[src/rtl/tca_pkg.sv]
package tca_pkg;
  // threshold is a fraction in sixteenths
  localparam int FRAC_W     = 5;
  localparam int FRAC_SHIFT = 4;

  typedef enum logic {CL_LIGHT = 1'b0, CL_HEAVY = 1'b1} cluster_e;
endpackage

[src/rtl/tca_epoch_timer.sv]
module tca_epoch_timer #(
  parameter int PER_W = 16
) (
  input  logic             clk,
  input  logic             rst_n,
  input  logic [PER_W-1:0] quantum_len,
  input  logic [PER_W-1:0] shuffle_len,
  output logic             q_end,
  output logic             s_tick
);
  logic [PER_W-1:0] qcnt_q, scnt_q;
  logic [PER_W:0]   q_next, s_next;

  assign q_next = {1'b0, qcnt_q} + (PER_W+1)'(1);
  assign s_next = {1'b0, scnt_q} + (PER_W+1)'(1);
  assign q_end  = (q_next >= {1'b0, quantum_len});
  assign s_tick = !q_end && (s_next >= {1'b0, shuffle_len});

  always_ff @(posedge clk) begin
    if (!rst_n) begin
      qcnt_q <= '0;
      scnt_q <= '0;
    end else if (q_end) begin
      qcnt_q <= '0;
      scnt_q <= '0;
    end else begin
      qcnt_q <= q_next[PER_W-1:0];
      scnt_q <= s_tick ? '0 : s_next[PER_W-1:0];
    end
  end
endmodule

[src/rtl/tca_usage_ctr.sv]
module tca_usage_ctr #(
  parameter int NTHR  = 4,
  parameter int CNT_W = 8,
  parameter int TID_W = 2
) (
  input  logic                  clk,
  input  logic                  rst_n,
  input  logic                  q_end,
  input  logic                  win_valid,
  input  logic [TID_W-1:0]      win_tid,
  output logic [NTHR*CNT_W-1:0] cnt_flat
);
  for (genvar t = 0; t < NTHR; t++) begin : g_thr
    logic [CNT_W-1:0] cnt_q;
    logic             hit_me;

    assign hit_me = win_valid && (win_tid == TID_W'(t));

    always_ff @(posedge clk) begin
      if (!rst_n) begin
        cnt_q <= '0;
      end else if (q_end) begin
        cnt_q <= hit_me ? CNT_W'(1) : '0;
      end else if (hit_me && (cnt_q != '1)) begin
        cnt_q <= cnt_q + CNT_W'(1);
      end
    end

    assign cnt_flat[t*CNT_W +: CNT_W] = cnt_q;
  end
endmodule

[src/rtl/tca_ranker.sv]
module tca_ranker
  import tca_pkg::*;
#(
  parameter int NTHR  = 4,
  parameter int CNT_W = 8,
  parameter int TID_W = 2,
  localparam int KW    = TID_W + 1,
  localparam int CW    = TID_W + 1,
  localparam int SUM_W = CNT_W + TID_W,
  localparam int PRD_W = SUM_W + FRAC_W + FRAC_SHIFT
) (
  input  logic                  clk,
  input  logic                  rst_n,
  input  logic [NTHR*CNT_W-1:0] cnt_flat,
  input  logic [FRAC_W-1:0]     thresh,
  input  logic                  q_end,
  input  logic                  s_tick,
  output logic [NTHR*KW-1:0]    key_flat,
  output logic [NTHR-1:0]       heavy_mask,
  output logic [CW-1:0]         nheavy,
  output logic [CW-1:0]         rot
);
  // light test: sum/total <= thresh/16, done without division
  function automatic logic is_light(input logic [SUM_W-1:0] run,
                                    input logic [SUM_W-1:0] tot,
                                    input logic [FRAC_W-1:0] frac);
    logic [PRD_W-1:0] lhs, rhs;
    lhs = PRD_W'(run) << FRAC_SHIFT;
    rhs = PRD_W'(frac) * PRD_W'(tot);
    return lhs <= rhs;
  endfunction

  // rotated slot of a heavy thread: (hrank - r) mod nh
  function automatic logic [TID_W-1:0] heavy_slot(input logic [TID_W-1:0] pos,
                                                  input logic [CW-1:0] nh,
                                                  input logic [CW-1:0] r);
    logic [CW-1:0] hr, s;
    hr = {1'b0, pos} + nh - CW'(NTHR);
    s  = (hr >= r) ? (hr - r) : (hr + nh - r);
    return s[TID_W-1:0];
  endfunction

  logic [CNT_W-1:0] cnt      [NTHR];
  logic [TID_W-1:0] pos_n    [NTHR];
  logic [SUM_W-1:0] run_n    [NTHR];
  logic [SUM_W-1:0] total;
  logic [NTHR-1:0]  heavy_n;
  logic [CW-1:0]    nheavy_n;

  logic [TID_W-1:0] pos_q    [NTHR];
  logic [NTHR-1:0]  heavy_q;
  logic [CW-1:0]    nheavy_q;
  logic [CW-1:0]    rot_q;

  always_comb begin
    total = '0;
    for (int t = 0; t < NTHR; t++) begin
      cnt[t] = cnt_flat[t*CNT_W +: CNT_W];
      total  = total + SUM_W'(cnt[t]);
    end
  end

  // sort by (count, id) and compute each thread's inclusive running sum
  always_comb begin
    nheavy_n = '0;
    for (int t = 0; t < NTHR; t++) begin
      pos_n[t] = '0;
      run_n[t] = '0;
      for (int u = 0; u < NTHR; u++) begin
        if ((cnt[u] < cnt[t]) || ((cnt[u] == cnt[t]) && (u < t))) begin
          pos_n[t] = pos_n[t] + TID_W'(1);
          run_n[t] = run_n[t] + SUM_W'(cnt[u]);
        end else if (u == t) begin
          run_n[t] = run_n[t] + SUM_W'(cnt[u]);
        end
      end
      heavy_n[t] = !is_light(run_n[t], total, thresh);
      nheavy_n   = nheavy_n + CW'(heavy_n[t]);
    end
  end

  always_ff @(posedge clk) begin
    if (!rst_n) begin
      for (int t = 0; t < NTHR; t++) pos_q[t] <= TID_W'(t);
      heavy_q  <= '0;
      nheavy_q <= '0;
      rot_q    <= '0;
    end else if (q_end) begin
      for (int t = 0; t < NTHR; t++) pos_q[t] <= pos_n[t];
      heavy_q  <= heavy_n;
      nheavy_q <= nheavy_n;
      rot_q    <= '0;
    end else if (s_tick) begin
      rot_q <= ((rot_q + CW'(1)) >= nheavy_q) ? '0 : (rot_q + CW'(1));
    end
  end

  for (genvar t = 0; t < NTHR; t++) begin : g_key
    cluster_e cl;
    assign cl = heavy_q[t] ? CL_HEAVY : CL_LIGHT;
    assign key_flat[t*KW +: KW] = (cl == CL_HEAVY)
        ? {1'b1, heavy_slot(pos_q[t], nheavy_q, rot_q)}
        : {1'b0, pos_q[t]};
  end

  assign heavy_mask = heavy_q;
  assign nheavy     = nheavy_q;
  assign rot        = rot_q;
endmodule

[src/rtl/tca_picker.sv]
module tca_picker #(
  parameter int NENT   = 8,
  parameter int NTHR   = 4,
  parameter int NBANK  = 4,
  parameter int ROW_W  = 8,
  parameter int SEQ_W  = 8,
  parameter int TID_W  = 2,
  parameter int BANK_W = 2,
  parameter int IDX_W  = 3,
  localparam int KW = TID_W + 1,
  localparam int EK = KW + 1 + SEQ_W
) (
  input  logic [NENT-1:0]        req_valid,
  input  logic [NENT*TID_W-1:0]  req_tid,
  input  logic [NENT*BANK_W-1:0] req_bank,
  input  logic [NENT*ROW_W-1:0]  req_row,
  input  logic [NENT*SEQ_W-1:0]  req_seq,
  input  logic [NBANK*ROW_W-1:0] open_row,
  input  logic [NTHR*KW-1:0]     key_flat,
  output logic                   sel_valid,
  output logic [IDX_W-1:0]       sel_idx,
  output logic [TID_W-1:0]       sel_tid,
  output logic                   sel_heavy,
  output logic                   any_light_req
);
  logic [TID_W-1:0]  tid;
  logic [BANK_W-1:0] bank;
  logic              hit;
  logic [EK-1:0]     cand, best;

  always_comb begin
    sel_valid     = 1'b0;
    sel_idx       = '0;
    sel_tid       = '0;
    best          = '1;
    any_light_req = 1'b0;
    tid           = '0;
    bank          = '0;
    hit           = 1'b0;
    cand          = '1;
    for (int i = 0; i < NENT; i++) begin
      tid  = req_tid[i*TID_W +: TID_W];
      bank = req_bank[i*BANK_W +: BANK_W];
      hit  = (req_row[i*ROW_W +: ROW_W] == open_row[bank*ROW_W +: ROW_W]);
      // lexicographic key: thread rank, row miss, age
      cand = {key_flat[tid*KW +: KW], !hit, req_seq[i*SEQ_W +: SEQ_W]};
      if (req_valid[i]) begin
        if (!key_flat[tid*KW + KW - 1]) any_light_req = 1'b1;
        if (!sel_valid || (cand < best)) begin
          sel_valid = 1'b1;
          sel_idx   = IDX_W'(i);
          sel_tid   = tid;
          best      = cand;
        end
      end
    end
    sel_heavy = sel_valid && best[EK-1];
  end
endmodule

[src/rtl/thread_cluster_arb.sv]
module thread_cluster_arb
  import tca_pkg::*;
#(
  parameter int NENT  = 8,
  parameter int NTHR  = 4,
  parameter int NBANK = 4,
  parameter int ROW_W = 8,
  parameter int SEQ_W = 8,
  parameter int CNT_W = 8,
  parameter int PER_W = 16,
  localparam int TID_W  = $clog2(NTHR),
  localparam int BANK_W = $clog2(NBANK),
  localparam int IDX_W  = $clog2(NENT),
  localparam int KW     = TID_W + 1,
  localparam int CW     = TID_W + 1
) (
  input  logic                   clk,
  input  logic                   rst_n,
  input  logic [NENT-1:0]        req_valid,
  input  logic [NENT*TID_W-1:0]  req_tid,
  input  logic [NENT*BANK_W-1:0] req_bank,
  input  logic [NENT*ROW_W-1:0]  req_row,
  input  logic [NENT*SEQ_W-1:0]  req_seq,
  input  logic [NBANK*ROW_W-1:0] open_row,
  input  logic [FRAC_W-1:0]      cluster_thresh,
  input  logic [PER_W-1:0]       quantum_len,
  input  logic [PER_W-1:0]       shuffle_len,
  output logic                   gnt_valid,
  output logic [IDX_W-1:0]       gnt_idx
);
  // named internal events, observed by the bound checker
  logic                  q_end, s_tick;
  logic                  sel_valid, sel_heavy, any_light_req;
  logic [IDX_W-1:0]      sel_idx;
  logic [TID_W-1:0]      sel_tid;
  logic [NTHR*CNT_W-1:0] cnt_flat;
  logic [NTHR*KW-1:0]    key_flat;
  logic [NTHR-1:0]       heavy_mask;
  logic [CW-1:0]         nheavy, rot;

  tca_epoch_timer #(.PER_W(PER_W)) u_timer (
    .clk(clk), .rst_n(rst_n),
    .quantum_len(quantum_len), .shuffle_len(shuffle_len),
    .q_end(q_end), .s_tick(s_tick)
  );

  tca_usage_ctr #(.NTHR(NTHR), .CNT_W(CNT_W), .TID_W(TID_W)) u_usage (
    .clk(clk), .rst_n(rst_n), .q_end(q_end),
    .win_valid(sel_valid), .win_tid(sel_tid), .cnt_flat(cnt_flat)
  );

  tca_ranker #(.NTHR(NTHR), .CNT_W(CNT_W), .TID_W(TID_W)) u_rank (
    .clk(clk), .rst_n(rst_n), .cnt_flat(cnt_flat), .thresh(cluster_thresh),
    .q_end(q_end), .s_tick(s_tick), .key_flat(key_flat),
    .heavy_mask(heavy_mask), .nheavy(nheavy), .rot(rot)
  );

  tca_picker #(
    .NENT(NENT), .NTHR(NTHR), .NBANK(NBANK), .ROW_W(ROW_W), .SEQ_W(SEQ_W),
    .TID_W(TID_W), .BANK_W(BANK_W), .IDX_W(IDX_W)
  ) u_pick (
    .req_valid(req_valid), .req_tid(req_tid), .req_bank(req_bank),
    .req_row(req_row), .req_seq(req_seq), .open_row(open_row),
    .key_flat(key_flat), .sel_valid(sel_valid), .sel_idx(sel_idx),
    .sel_tid(sel_tid), .sel_heavy(sel_heavy), .any_light_req(any_light_req)
  );

  always_ff @(posedge clk) begin
    if (!rst_n) begin
      gnt_valid <= 1'b0;
      gnt_idx   <= '0;
    end else begin
      gnt_valid <= sel_valid;
      gnt_idx   <= sel_valid ? sel_idx : gnt_idx;
    end
  end
endmodule


[config.mk]
export PLATFORM = sky130hd
export DESIGN_NAME = thread_cluster_arb
export DESIGN_NICKNAME = d
export VERILOG_FILES = /design/src/rtl/tca_pkg.sv /design/src/rtl/tca_epoch_timer.sv /design/src/rtl/tca_usage_ctr.sv /design/src/rtl/tca_ranker.sv /design/src/rtl/tca_picker.sv /design/src/rtl/thread_cluster_arb.sv
export SDC_FILE = /design/constraint.sdc
export NUM_CORES = 1
export LEC_CHECK = 0
export ABC_AREA = 0
export BUFFER_PORTS_ARGS = -buffer_cell sky130_fd_sc_hd__buf_4
export CORE_MARGIN = 2
export CORE_UTILIZATION = 60
export DETAILED_ROUTE_END_ITERATION = 8
export GPL_ROUTABILITY_DRIVEN = 0
export PLACE_DENSITY = 0.81
export SETUP_SLACK_MARGIN = 0.4
export SYNTH_ARGS = -nofsm -noshare
export SYNTH_HDL_FRONTEND = slang
export SYNTH_HIERARCHICAL = 1
export SYNTH_SLANG_ARGS = --single-unit
[constraint.sdc]
create_clock -name clk -period 20.5 [get_ports clk]
set_input_delay 2.05 -clock clk [delete_from_list [all_inputs] [get_ports clk]]
set_output_delay 2.05 -clock clk [all_outputs]
set_load 0.02 [all_outputs]
Yosys cells after proc, flatten, opt, wreduce, memory -nomap -nowiden
Memories as Yosys holds them, arrays and structs flattened. Cells that the tools add are included.

Reductions and logical operators: 49. Add/sub/neg operators: 56. Eq/ne operators: 21. $lt $le $gt $ge: 34. Multiplexer cells: 118. Shift operators: 16. Multiply operators: 9. Bitwise operators: 5.

Operator list (count): indexed part select 32 x 6 -> 8 bit (8); two-way mux 12 bit (13); < comparator 8 bit (16); equality test 8 bit (14); adder 10 x 8 -> 10 bit (10); indexed part select 12 x 5 -> 3 bit (8); two-way mux 10 bit (9); two-way mux 8 bit (11); < comparator 12 bit (7); two-way mux 2 bit (35); less-or-equal comparator 14 x 15 -> 1 bit (4); two-way mux 3 bit (18); adder 8 x 8 -> 9 bit (4); adder 16 x 1 -> 17 bit (second input constant) (2); >= comparator 17 x 16 -> 1 bit (2); adder 8 x 1 -> 8 bit (second input constant) (4); multiplier 2 x 2 -> 4 bit (second input constant) (8); two-way mux 1 bit (32); != test 8 bit (second input constant) (4); zero test 1 bit (20); adder 2 x 1 -> 2 bit (second input constant) (8); subtractor 2 bit (8); >= comparator 3 bit (5); multiplier 5 x 10 -> 15 bit (1); 17 further kinds (57).

Output and inout port bits: 4. Bits in registers: 78. Memories: 1. Input bits: 239. Bits in writable memories: 8.

Memory list: u_rank.pos_q (words 4, width 2, rd ports 4, clocked after memory_dff 0, wr ports 4, RTL line tca_ranker.sv:50) `logic [TID_W-1:0] pos_q [NTHR];`.

Logic depth before layout (Yosys ltp)
Gate-level depths: netlist of run 1. An unclocked memory read counts as a cell.

Depth in word-level cells: 42. Depth in mapped cells: 109. Mapped depth without buffers: 103.

Hierarchy
Netlist of run 1, hierarchy kept.

By module, submodules not included: tca_ranker (instances 1, cells an instance 1357, sequential area each 440.4 um2, area an instance 10750.3 um2); tca_picker (instances 1, cells an instance 837, sequential area each 0.0 um2, area an instance 7542.2 um2); tca_epoch_timer (instances 1, cells an instance 260, sequential area each 640.6 um2, area an instance 2298.5 um2); tca_usage_ctr (instances 1, cells an instance 211, sequential area each 640.6 um2, area an instance 1820.5 um2); thread_cluster_arb (instances 1, cells an instance 11, sequential area each 80.1 um2, area an instance 136.4 um2).

Worst setup path before layout of run 1
Ideal clock, no wire load.

Path kind: input -> register. From: in req_bank[2]. To: reg u_usage.g_thr[0].cnt_q[7]. Setup slack: 1.563 ns. Data arrival time: 18.815 ns. Required time: 20.378 ns. Stages on the path: 99. Path buffers: 10. Path through: clkbuf_1 > mux4_2 > xor2_1 > nor4_1 > nand2_1 > ha_1 > nand4_1 > nor3_1 > o21ai_1 > nand3_1 > nand2_1 > nand2_1 > clkbuf_1 > nor2_1 > a21oi_1 > inv_1 > ha_1 > and3_1 > [... 63 more ...] > a21o_1 > a21oi_1 > nor2b_1 > o21ai_0 > nand2b_1 > a21oi_1 > nor2b_1 > o21ai_0 > nand3b_1 > nor3_1 > o21ai_1 > o21ba_1 > buf_2 > mux2i_1 > or3b_1 > buf_2 > or4_1 > o311a_1.

Cells in the longest elaborated chain, start to end: 35.

RTL lines: start, declared (RTL line thread_cluster_arb.sv:21) `input logic [NENT*BANK_W-1:0] req_bank,`; indexed part select 32 x 6 -> 8 bit * (RTL line tca_picker.sv:44) `hit = (req_row[i*ROW_W +: ROW_W] == open_row[bank*ROW_W +: ROW_W]);`; equality test 8 bit * (RTL line tca_picker.sv:44); zero test 1 bit * (RTL line tca_picker.sv:46) `cand = {key_flat[tid*KW +: KW], !hit, req_seq[i*SEQ_W +: SEQ_W]};`; < comparator 12 bit (RTL line tca_picker.sv:49) `if (!sel_valid || (cand < best)) begin`; logical OR 1 bit (RTL line tca_picker.sv:49); two-way mux 12 bit or two-way mux 1 bit (tied branches) (RTL line tca_picker.sv:49); two-way mux 12 bit or two-way mux 1 bit (tied branches) (RTL line tca_picker.sv:47) `if (req_valid[i]) begin`; < comparator 12 bit or zero test 1 bit (tied branches) (RTL line tca_picker.sv:49); [... 20 more ...]; logical OR 1 bit (RTL line tca_picker.sv:49); two-way mux 2 bit (RTL line tca_picker.sv:49); two-way mux 2 bit * (RTL line tca_picker.sv:47); via sel_tid[1] (RTL line thread_cluster_arb.sv:35) `logic [TID_W-1:0] sel_tid;`; zero test 2 bit * (RTL line tca_usage_ctr.sv:17) `assign hit_me = win_valid && (win_tid == TID_W'(t));`; logical AND 1 bit * (RTL line tca_usage_ctr.sv:17); logical AND 1 bit * (RTL line tca_usage_ctr.sv:24) `end else if (hit_me && (cnt_q != '1)) begin`; nonzero test 2 bit (no line) *; end signal, assigned (RTL line tca_usage_ctr.sv:23) `cnt_q <= hit_me ? CNT_W'(1) : '0;`; end signal, assigned (RTL line tca_usage_ctr.sv:25) `cnt_q <= cnt_q + CNT_W'(1);`; end, declared (RTL line tca_usage_ctr.sv:14) `logic [CNT_W-1:0] cnt_q;`.

The timed path passes the listed nets; every way through them passes the cells marked *. A chain may end at the register's enable or synchronous reset.

Worst setup path in the final report of run 1
Same ends and word-level chain as after synthesis.

==> summary.md, run 1 <==
| Metric | Value |
|---|---|
| DP Wirelength | 53100 µm |
| Total wire length | 67200 µm |
| Worst reg2reg startpoint | u_rank/nheavy[0] |
| Largest net degree at the start of global routing | 34 |
| Rel. slew slack | 0.272 |
| Clk_lat worst skew | 0.35 ns |
| Routed length per instance | 20.8 µm |
| Maximum VDD drop | 0.192 mV |
| Tightest Pin Transition | 1.09 ns |
| Crit end category | flop |
| CTS buffer count | 9 |
| Setup slack, reg-to-reg | 1.48 ns |
| Vias in the first global route | 20600 |
| Vias | 20900 |
| Die width | 193 µm |
| Synth Warn # | 6 |
| Pre-antenna DRT Iters | 7 |
| Data arrival, critical path | 19.31 ns |
| Lkg Pwr | 11.4 nW |
| Grt ovf | 0 |
| CP peak stage delay | 0.54 ns |
| DRC viols | 0 |
| Clk slew on worst S/H paths | 0.06 ns |
| Status | completed |
| Final worst-path cycle share | 0.931 |
| Crit Reg-Reg Endpoint | u_usage/g_thr[0].cnt_q[7] |
| Final slew viol count | 0 |
| Syn_nets | 3223 |
| Cells on worst reg2reg path | 99 |
| Flop pwr share | 0.088 |
| Global-route wire length before repair | 105000 µm |
| Share of cells above drive strength 1 | 0.180 |
| Worst EP required | 20.73 ns |
| # port buffers | 242 |
| Avg Cell Area, Syn | 8.30 µm² |
| Die height | 193 µm |
| Synthesized instance count | 2571 |
| Cells after DPL | 3199 |
| Final Setup Violations | 0 |
| Clock sink count | 86 |
| CTS max path bufs | 2 |
| Hold crit path type | flop to flop |
| Hold depth | 2 |
| RSZ-0062 raised after global routing | false |
| Fin util | 0.679 |
| All-Layer GR Usage | 0.356 |
| Antenna-violating nets left | 0 |
| Synth-to-layout area growth | 12.5% |
| Initial antenna violation count | 7 |
| Slowest CP cell | mux4_2 |
| P_sw | 0.00111 W |
| Overall die area | 0.0371 mm² |
| Tmin final | 19.08 ns |
| # IOs | 243 |
| Mapped Area | 0.0213 mm² |
| Initial core utilization | 0.604 |
| Beginning of the worst hold path | u_rank/rot[2] |
| Worst Path Max Fanout | 15 |
| Nature of the critical path startpoint | input port |
| Max H-tree Level | 3 |
| Net Sw Frac | 0.529 |
| Root Driver | clkbuf_16 |
| Initial DRC Count | 1710 |
| CTS Hold Bufs | 0 |
| Most frequent cell on the critical path | a21oi_1 |
| Clk pwr share | 0.090 |
| Finished Layout Cells | 3235 |
| Setup Skew | 0.0102 ns |
| # Max-Cap Violations | 0 |
| Drt via density | 6.47 |
| Floorplan core area | 0.0353 mm² |
| TritonCTS clock tree | done |
| PD cells | 87.7 mW/mm² |
| Kind of critical path | input port to flop |
| Max frequency | 52.4 MHz |
| Cell internal pwr | 0.000992 W |
| Nets | 3414 |
| Worst-case hold path end point | u_rank/rot[2] |
| Pwr Total | 0.00210 W |
| # rows | 69 |
| Final hold violation count | 0 |
| Logic pwr share | 0.822 |
## critical path: cells and delay by family
kind / cells / cell delay, ns
xor gates and xnor gates: 1 / 0.18
muxes: 4 / 1.28
adders and majority gates: 7 / 2.03
and+or+nand+nor: 33 / 5.05
buffers and inverters: 11 / 1.58
AOI/OAI and AO/OA: 38 / 7.11
## metal layers
layer,up-vias,track usage,share of wire,wire length [µm]
li1,9772,-,-,-
met1,9761,0.397,0.36,24300
met2,1101,0.602,0.46,31100
met3,295,0.0895,0.10,7010
met4,2,0.236,0.072,4810
met5,-,0,0.00015,10
## per-stage QoR
step | TNS (ns) | hold slack [ns] | setup slack (ns) | instance area [µm²]
finish | 0 | 0.493 | 1.42 | 24000
global route | 0 | 0.529 | 0.302 | 24000
CTS | 0 | 0.489 | 0.512 | 23800
detailed placement | -0.221 | 0.480 | -0.221 | 23400
global placement | 0 | 0.464 | 0.594 | 23400
floorplan | 0 | 0.445 | 1.59 | 21300
## worst max path at each step
| stage | from | to | slack, ns | cells after the start |
|---|---|---|---|---|
| after CTS | u_rank/nheavy[0] | u_usage/g_thr[0].cnt_q[7] | 0.51 | 100 |
| after global placement | req_bank[2] | u_usage/g_thr[0].cnt_q[7] | 0.59 | 96 |
| final | req_bank[2] | u_usage/g_thr[0].cnt_q[7] | 1.42 | 94 |
| after detailed placement | req_bank[0] | u_usage/g_thr[0].cnt_q[7] | -0.22 | 95 |
| after floorplan | req_bank[2] | u_usage/g_thr[0].cnt_q[7] | 1.59 | 99 |
| after global routing | req_bank[2] | u_usage/g_thr[0].cnt_q[7] | 0.30 | 96 |
## cells in the final DEF (no fill, tap or decap), types with 10 or more instances in the layout
master,instances
nor2b_1,67
mux4_2,88
a21oi_2,11
nand3_1,58
nor4_1,17
ha_1,363
nor3b_1,10
dfxtp_1,76
nand4_1,47
a21oi_1,173
o21bai_1,11
nor3_1,35
mux2i_1,46
o211ai_1,16
a31oi_1,20
and2_1,51
fa_1,50
a21o_1,37
nor2_1,171
o21a_1,23
xor2_1,93
and4_1,16
o21ai_0,120
nand2b_1,40
nand2_1,170
xnor2_1,113
inv_1,218
a211oi_1,34
and3_1,36
buf_4,277
mux2_2,38
## flip-flops by register name (all words and copies together), names as in the netlist
name and count:
u_rank/nheavy 3, u_timer/qcnt_q 16, gnt_idx 3, u_rank/pos_q 8
u_timer/scnt_q 16, gnt_valid 1, u_rank/rot 3, u_rank/heavy_mask 4
u_usage/g_thr.cnt_q 32
## power by group through the flow
stage	Sequential, W	Combinational, W	Clock, W
6_report	0.000185	0.00173	0.000189
5_1_grt	0.000186	0.00190	0.000199
4_1_cts	0.000185	0.00167	0.000191
3_5_place_dp	0.000189	0.00166	0
3_3_place_gp	0.000188	0.00159	0
2_1_floorplan	0.000197	0.00119	0
## final cells by class
type	instances	area (µm²)
Inverter	222	833
Fill cell	2834	11300
Timing Repair Buffer	277	2080
Multi-Input combinational cell	2166	18300
Sequential cell	86	1810
Antenna cell	7	17.5
Tap cell	461	577
Clock buffer	9	225
Clock inverter	7	111
## timing repair
item                       CTS  global route
gates resized for setup      7            24
setup buffers                0            12
setup endpoints to repair   21            35
gates cloned                 0             1
pin swaps                    0             6
Note: power is estimated with default switching activity, not from simulation.
==> run 2, diff against run 1 <==
--- a/config.mk
+++ b/config.mk
@@ -12,6 +12,7 @@
 export DETAILED_ROUTE_END_ITERATION = 8
 export GPL_ROUTABILITY_DRIVEN = 0
 export PLACE_DENSITY = 0.81
+export RECOVER_POWER = 25
 export SETUP_SLACK_MARGIN = 0.4
 export SYNTH_ARGS = -nofsm -noshare
 export SYNTH_HDL_FRONTEND = slang
==> run 2 against run 1 <==
Net effect:
- the flow now finishes with violations (max-capacitance violations, max-slew violations)
- register-to-register slack improved by 0.04 ns
- sequential cell count unchanged
- critical path depth unchanged
- worst setup slack got worse by 0.0097 ns
- design area decreased by 0.13%
- combinational power about the same
- count of clock-buffer cells in the layout unchanged
- non-clock buffer count unchanged
- core utilization decreased by 0.085 points
- sequential power about the same
- critical endpoint unchanged
- clock power about the same
- via count decreased by 0.35%
==> summary.md, run 2 (same netlist as run 1, synthesis figures left out) <==
| Metric | Value |
|---|---|
| Die height | 193 µm |
| CTS Hold Bufs | 0 |
| Initial core utilization | 0.604 |
| Antenna-violating nets left | 0 |
| Final Setup Violations | 0 |
| Pwr Total | 0.00210 W |
| Drt via density | 6.45 |
| RSZ-0062 raised after global routing | false |
| Clk slew on worst S/H paths | 0.07 ns |
| TritonCTS clock tree | done |
| Routed length per instance | 20.8 µm |
| DRC viols | 0 |
| Slowest CP cell | a311oi_2 |
| Nets | 3414 |
| Global-route wire length before repair | 105000 µm |
| All-Layer GR Usage | 0.356 |
| Initial antenna violation count | 7 |
| Vias in the first global route | 20600 |
| # fillers | 2845 |
| Kind of critical path | input port to flop |
| CTS max path bufs | 2 |
| Nature of the critical path startpoint | input port |
| Worst reg2reg startpoint | u_rank/nheavy[0] |
| Total wire length | 67100 µm |
| Clk_lat worst skew | 0.35 ns |
| Most common cell after layout, fill and taps aside | ha_1 |
| Commonest non-fill, non-tap cells in the layout | 363 x ha_1, 270 x buf_4, 218 x inv_1 |
| Worst Path Max Fanout | 15 |
| Tightest Pin Transition | 1.80 ns |
| CTS buffer count | 9 |
| Beginning of the worst hold path | u_rank/rot[2] |
| Rel. slew slack | -0.214 |
| Data arrival, critical path | 19.32 ns |
| CP peak stage delay | 0.55 ns |
| Overall die area | 0.0371 mm² |
| Pre-antenna DRT Iters | 6 |
| Lkg Pwr | 11.3 nW |
| Final slew viol count | 15 |
| # Max-Cap Violations | 1 |
| Setup WS pre-CTS | -0.221 ns |
| Register name with the most flops | u_usage/g_thr.cnt_q |
| Die width | 193 µm |
| # IOs | 243 |
| Failing checks | max-capacitance violations, max-slew violations |
| Setup_tns | 0 ns |
| Crit end category | flop |
| Worst EP required | 20.73 ns |
| # port buffers | 242 |
| Final setup margin | 1.41 ns |
| Initial DRC Count | 1827 |
| Clock sink count | 86 |
| Vias | 20900 |
| Status | complete, but fails checks |
| Largest register FFs | 32 |
| Max H-tree Level | 3 |
| Largest net degree at the start of global routing | 34 |
| Final hold violation count | 0 |
| Synth-to-layout area growth | 12.4% |
| Setup Skew | 0.00952 ns |
| Share of cells above drive strength 1 | 0.178 |
| Root Driver | clkbuf_16 |
| PD cells | 87.5 mW/mm² |
| Maximum VDD drop | 0.194 mV |
| Fin util | 0.679 |
| Tmin final | 19.09 ns |
| DP Wirelength | 53100 µm |
| Floorplan core area | 0.0353 mm² |
| Crit path from | req_bank[2] |
| # rows | 69 |
| Grt ovf | 0 |
| Max frequency | 52.4 MHz |
| Most frequent cell on the critical path | a21oi_1 |
| Registers with the most flip-flops | u_usage/g_thr.cnt_q (32), u_timer/qcnt_q (16), u_timer/scnt_q (16) |
| Final worst-path cycle share | 0.931 |
| Hold crit path type | flop to flop |
[run 2: metrics by stage]
stage	std cells	hold WS (ns)	instance area, µm²
2_1_floorplan	2571	0.445	21300
3_3_place_gp	3199	0.464	23400
3_5_place_dp	3199	0.480	23400
4_1_cts	3215	0.489	23800
5_1_grt	3235	0.529	24000
6_report	3235	0.494	24000
[run 2: worst paths after layout]
path	end	cells after the start	slack (ns)
setup / recovery	u_usage/g_thr[0].cnt_q[7]	94	1.41
hold / removal	u_rank/rot[2]	2	0.49
setup reg to reg	u_usage/g_thr[0].cnt_q[7]	99	1.52
hold reg to reg	u_rank/rot[2]	2	0.49
[run 2: power breakdown]
group	switching [W]	internal, W	leakage [nW]
logic	0.00102	0.000700	10.5
clock network	0.0000790	0.000110	0.168
registers	0.00000726	0.000177	0.701
total	0.00111	0.000988	11.3
[run 2: final cells by class]
class	count	area, µm²	area share
antenna	7	17.5	0.000731
tap	461	577	0.0241
clock buffer	9	225	0.00940
multi-input combinational	2166	18300	0.765
timing repair buffer	277	2060	0.0858
clock inverter	7	111	0.00465
inverter	222	833	0.0348
sequential	86	1810	0.0754
[run 2: critical path: cells and delay by family]
kind | cells | cell delay (ns)
multiplexers | 4 | 1.28
AND/OR/NAND/NOR | 33 | 5.15
AO/OA/AOI/OAI | 38 | 7.07
buffers and inverters | 11 | 1.56
adder cells (fa/ha/maj) | 7 | 2.03
XOR/XNOR | 1 | 0.18
[run 2: what timing repair did]
action | 4_1_cts | 5_1_grt
setup endpoints to repair | 21 | 35
pin swaps | 0 | 6
resized for setup | 7 | 24
setup buffers | 0 | 12
endpoints found under the hold margin | 0 | 0
cloned | 0 | 1
[run 2: per-layer routing]
metal	GRT usage	routed length, µm	vias to the layer above
li1	-	-	9767
met5	0	10	-
met1	0.397	24200	9693
met2	0.602	31100	1103
met3	0.0895	7000	293
met4	0.236	4820	2
